**config.mk**
```make
export PLATFORM = sky130hd
export DESIGN_NAME = cop_exec_core
export DESIGN_NICKNAME = d
export VERILOG_FILES = /design/src/rtl/cop_exec_core.sv
export SDC_FILE = /design/constraint.sdc
export NUM_CORES = 1
export LEC_CHECK = 0
export ABC_AREA = 1
export BUFFER_PORTS_ARGS = -buffer_cell sky130_fd_sc_hd__buf_2
export CAP_MARGIN = 20
export CORE_ASPECT_RATIO = 1.25
export CORE_MARGIN = 2
export CORE_UTILIZATION = 54
export DETAILED_ROUTE_END_ITERATION = 8
export GPL_TIMING_DRIVEN = 0
export PLACE_DENSITY = 0.78
export SYNTH_ARGS = -nofsm -noshare
export SYNTH_HDL_FRONTEND = slang
export SYNTH_SLANG_ARGS = --single-unit
export TNS_END_PERCENT = 50
```
**constraint.sdc**
```tcl
create_clock -name clk -period 2.6 [get_ports clk]
set_input_delay 0.13 -clock clk [delete_from_list [all_inputs] [get_ports clk]]
set_output_delay 0.13 -clock clk [all_outputs]
set_load 0.1 [all_outputs]
```
**src/rtl/cop_exec_core.sv**
```systemverilog
module cop_exec_core #(
  parameter int DATA_W  = 16,
  parameter int NREG    = 4,
  parameter int STAGE_W = 8,
  parameter int PC_W    = 11,
  parameter int STEP_W  = 13,
  localparam int RSEL_W = $clog2(NREG),
  localparam int SH_W   = $clog2(DATA_W)
) (
  input  logic                   clk,
  input  logic                   rst_n,
  input  logic                   op_valid,
  input  logic [3:0]             op_code,
  input  logic [1:0]             cond,
  input  logic [RSEL_W-1:0]      dst_sel,
  input  logic [RSEL_W-1:0]      src1_sel,
  input  logic [RSEL_W-1:0]      src2_sel,
  input  logic                   use_imm,
  input  logic [DATA_W-1:0]      imm,
  input  logic [STEP_W-1:0]      step_bytes,
  input  logic [PC_W-1:0]        cur_pc,
  output logic [PC_W-1:0]        next_pc,
  output logic                   branch_taken,
  output logic [NREG*DATA_W-1:0] regs_out,
  output logic [STAGE_W-1:0]     stage_cnt,
  output logic                   zero_flag,
  output logic                   ovf_flag
);

  localparam logic [3:0] OP_ADD = 4'd1, OP_SUB = 4'd2, OP_AND = 4'd3, OP_OR = 4'd4,
                         OP_LSH = 4'd5, OP_RSH = 4'd6, OP_MOV = 4'd7, OP_SRST = 4'd8,
                         OP_SINC = 4'd9, OP_SDEC = 4'd10, OP_JMP = 4'd11, OP_JR0 = 4'd12,
                         OP_JSTG = 4'd13;

  logic [DATA_W-1:0] rf [NREG];
  logic [DATA_W-1:0] opa, opb, alu_res;
  logic              alu_c, is_alu, take;

  assign opa = rf[src1_sel];
  assign opb = use_imm ? imm : rf[src2_sel];

  always_comb begin
    is_alu  = 1'b1;
    alu_c   = 1'b0;
    alu_res = '0;
    case (op_code)
      OP_ADD:  {alu_c, alu_res} = {1'b0, opa} + {1'b0, opb};
      OP_SUB:  {alu_c, alu_res} = {1'b0, opa} - {1'b0, opb};
      OP_AND:  alu_res = opa & opb;
      OP_OR:   alu_res = opa | opb;
      OP_LSH:  alu_res = opa << opb[SH_W-1:0];
      OP_RSH:  alu_res = opa >> opb[SH_W-1:0];
      OP_MOV:  alu_res = opb;
      default: is_alu = 1'b0;
    endcase
  end

  always_ff @(posedge clk or negedge rst_n) begin
    if (!rst_n) begin
      for (int i = 0; i < NREG; i++) rf[i] <= '0;
      stage_cnt <= '0;
      zero_flag <= 1'b0;
      ovf_flag  <= 1'b0;
    end else if (op_valid) begin
      if (is_alu) begin
        rf[dst_sel] <= alu_res;
        zero_flag   <= (alu_res == '0);
        ovf_flag    <= alu_c;
      end
      case (op_code)
        OP_SRST: stage_cnt <= '0;
        OP_SINC: stage_cnt <= stage_cnt + imm[STAGE_W-1:0];
        OP_SDEC: stage_cnt <= stage_cnt - imm[STAGE_W-1:0];
        default: ;
      endcase
    end
  end

  for (genvar g = 0; g < NREG; g++) begin : g_regs
    assign regs_out[g*DATA_W +: DATA_W] = rf[g];
  end

  logic signed [STEP_W-1:0] step_s, step_w;
  logic [PC_W-1:0]          rel_tgt, abs_tgt;
  logic [STAGE_W-1:0]       thr_s;

  assign step_s  = step_bytes;
  assign step_w  = step_s >>> 2;
  assign rel_tgt = cur_pc + PC_W'(step_w);
  assign abs_tgt = use_imm ? imm[PC_W-1:0] : opa[PC_W-1:0];
  assign thr_s   = imm[STAGE_W-1:0];

  always_comb begin
    take = 1'b0;
    case (op_code)
      OP_JMP:  take = (cond == 2'd0) || (cond == 2'd1 && zero_flag) || (cond == 2'd2 && ovf_flag);
      OP_JR0:  take = (cond == 2'd0 && rf[0] < imm) || (cond == 2'd1 && rf[0] >= imm);
      OP_JSTG: take = (cond == 2'd0 && stage_cnt < thr_s) || (cond == 2'd1 && stage_cnt <= thr_s) ||
                      (cond == 2'd2 && stage_cnt >= thr_s);
      default: take = 1'b0;
    endcase
  end

  assign branch_taken = op_valid && take;
  assign next_pc = !op_valid    ? cur_pc :
                   !take        ? cur_pc + 1'b1 :
                   (op_code == OP_JMP) ? abs_tgt : rel_tgt;

endmodule

```
==> metrics.md <==
| Metric | Value |
|---|---|
| Synth Flop Type | `dfrtp_1` |
| Worst Reg-to-Reg Cells | `22` |
| Total negative setup slack | `-27900 ps` |
| Gr ovfl total | `0` |
| CTS tree | `done` |
| Startpoint types | `flop` |
| Register area | `2059 um2` |
| Routed WL | `48490 um` |
| Clock slew at reported path FFs | `70 ps` |
| Largest area contributor in the netlist | `nand2_1` |
| Critical path endpoint category | `flop` |
| Fin. Hold Viols | `0` |
| # fillers | `1437` |
| Synth top cells by count | `nand2_1, nand3_1, inv_1` |
| Top-count cell post-synth | `nand2_1` |
| Largest net degree at the start of global routing | `67` |
| GRT Util Overall | `46.01%` |
| Die ar. | `19880 um2` |
| Max cap viols | `0` |
| Synth top area cells | `nand2_1, dfrtp_1, ha_1` |
| Worst VDD drop | `778.0 uV` |
| Final setup margin | `-649.3 ps` |
| Cell Area, Placed | `11650 um2` |
| Seq/Total Area, Yosys | `18.28%` |
| First-pass GRT wire length | `70730 um` |
| Fmax | `307.8 MHz` |
| Ant. Diodes | `0` |
| Worst-Skew Late Latency | `340 ps` |
| Leakage power | `7.057 nW` |
| RSZ-0062 raised after global routing | `true` |
| Reg2reg setup slack | `-650 ps` |
| Critical path type | `flop to flop` |
| Setup crit end | `zero_flag` |
| Synth Warn # | `0` |
| Asr flop ratio synth | `100.0%` |
| Pwr dens | `672.6 nW/um2` |
| Post-route cell area | `14310 um2` |
| Nets | `2082` |
| Worst min-delay path category | `input port to flop` |
| Drt drc | `0` |
| I/O pins | `142` |
| TritonCTS Buffers | `9` |
| Slew Limit Headroom | `37.08%` |
| Final Skew | `10.85 ps` |
| Via count | `13720` |
| First-pass DRT Iterations | `6` |
| Final Max Slew Viols | `0` |
| CP max FO | `5` |
| Wire length per cell | `22.43 um` |
| Detailed Place HPWL | `34420 um` |
| Core ar. | `18570 um2` |
| Worst R2R Start | `regs_out[0]` |
| EDFF count, synth | `0` |
| Post-DRT Antenna Nets | `0` |
| Overall power | `9.622 mW` |
| Worst Max-Slew Pin Slew | `940.3 ps` |
| Setup slack at placement | `-1376 ps` |
| Failing checks | `setup timing` |
| CP Launch Point | `regs_out[0]` |
| R2R Path End | `zero_flag` |
| Critical Path AT | `3530 ps` |
| Routability Congestion | `1.051` |
| Final Core Density | `77.05%` |
| CTS Buffer Depth | `2` |
| Starting Density | `54.56%` |
| Syn-to-layout area delta | `41.21%` |
| CTS root buffer | `clkbuf_16` |
| Sink Count | `74` |
| Footprint of the multi-input gates | `8833 um2` |
| Die span in x | `126.5 um` |
| Layout cells sized above 1 | `36.79%` |
| Vias per cell | `6.346` |
| Synthesized instance count | `1692` |
| Avg Cell Area, Syn | `5.988 um2` |
| Port bufs | `137` |
| Number of distinct library cells after synthesis | `47` |
| Endpoints failing setup | `78` |
| Syn nets | `1849` |
| Synth top area share | `19.60%` |
| Outcome | `complete, but fails checks` |
| Register bit total from synthesis | `74` |
| Worst path required time | `2880 ps` |
| Min Tclk post-route | `3249 ps` |
| Die Span Y | `157.1 um` |
| Crit share post-route | `125.0%` |
| Vias in the first global route | `12850` |
| Initial DRC count | `1349` |
| Site row count | `56` |
| Max H-tree Level | `3` |
| Initial antenna violation count | `0` |
| Synthesized cell area | `10130 um2` |
## power by group
part	switching, mW	internal (mW)	total, mW
sequential	0.318	1.49	1.81
clock	0.533	0.750	1.28
combinational	4.70	1.83	6.53
## metrics by stage
step / hold WS (ps) / std cells
detailed placement: -19.80 / 2062
floorplan: -165.6 / 1692
CTS: 150.0 / 2145
finish: 155.4 / 2162
global placement: 491.8 / 2061
global route: 175.2 / 2162
## state kept, by name, summed over array words and instances (netlist names)
| register | flops |
|---|---|
| ovf_flag | 1 |
| regs_out | 64 |
| stage_cnt | 8 |
| zero_flag | 1 |
## metal layers
layer  wire, um  up-vias  global-route usage (%)
li1           -     6057                       -
met1      16410     6323                   51.00
met2      22620     1004                   77.97
met3       4836      335                   9.041
met4       4622        0                   34.33
met5          0        -                       0
## final cells by class
cell class,count,area share [%]
Timing Repair Buffer,231,11.69
Clock inverter,7,0.5335
Tap cell,232,2.029
Multi-Input combinational cell,1372,61.75
Inverter,177,4.845
Sequential cell,74,14.40
Clock buffer,9,1.574
Buffer,60,3.183
## worst max-delay path: stages, from the launching register on
cell and delay (ps):
dfrtp_4 500, nand2_2 80, nand3_2 110, nand3_4 150, nand2_8 70, buf_12 140
ha_4 170, fa_2 410, nand2_2 100, nand2_2 70, nand2_2 80, nand2_4 100
nand2_4 90, nand2_4 70, nand2_4 90, nand4_1 120, nand3_2 130, nand4_1 150
nor2_4 190, nand2_2 80, nor2_4 120, nand3_1 110, nand2_1 80
## cell usage in the layout, fill, tap and decap left out, types with 18 or more instances in the layout
cell	netlist	final
nand2_1	529	432
nand3_1	234	193
buf_2	25	142
inv_1	168	136
nor2_1	124	97
buf_4	9	80
a21oi_1	100	74
ha_1	96	70
nand2_2	11	69
o21ai_0	116	54
dfrtp_4	0	50
o21ai_1	13	47
nand3_2	12	44
nand2_4	7	42
inv_2	9	32
o21ai_2	0	27
buf_6	4	26
ha_4	0	24
nor2_2	5	19
o211ai_1	18	18
a21oi_2	0	18
## kinds of logic (layout without fill, tap and decap cells)
kind of cell               after synthesis  in the layout  synth area share, %
and+or+nand+nor                        978            978                42.42
AOI/OAI and AO/OA                      277            277                14.84
buffers and inverters                  246            484                10.23
adders and majority gates              101            101                12.84
DFF                                     74             74                18.28
xor gates and xnor gates                16             16                1.383
## worst min path at each step
stage,start,endpoint,cells after the start
4_1_cts,dst_sel[1],regs_out[4],4
3_5_place_dp,rst_n,stage_cnt[0],1
6_report,dst_sel[1],regs_out[4],4
5_1_grt,dst_sel[1],regs_out[4],4
3_3_place_gp,dst_sel[1],regs_out[6],4
2_1_floorplan,rst_n,ovf_flag,0
## what timing repair did
action	in CTS	in global routing
buffers inserted	73	19
setup endpoints to repair	78	78
endpoints found under the hold margin	74	0
cloned	2	0
pin swaps	87	82
resized for setup	343	119
hold buffers	1	0
Note: power is estimated with default switching activity, not from simulation.
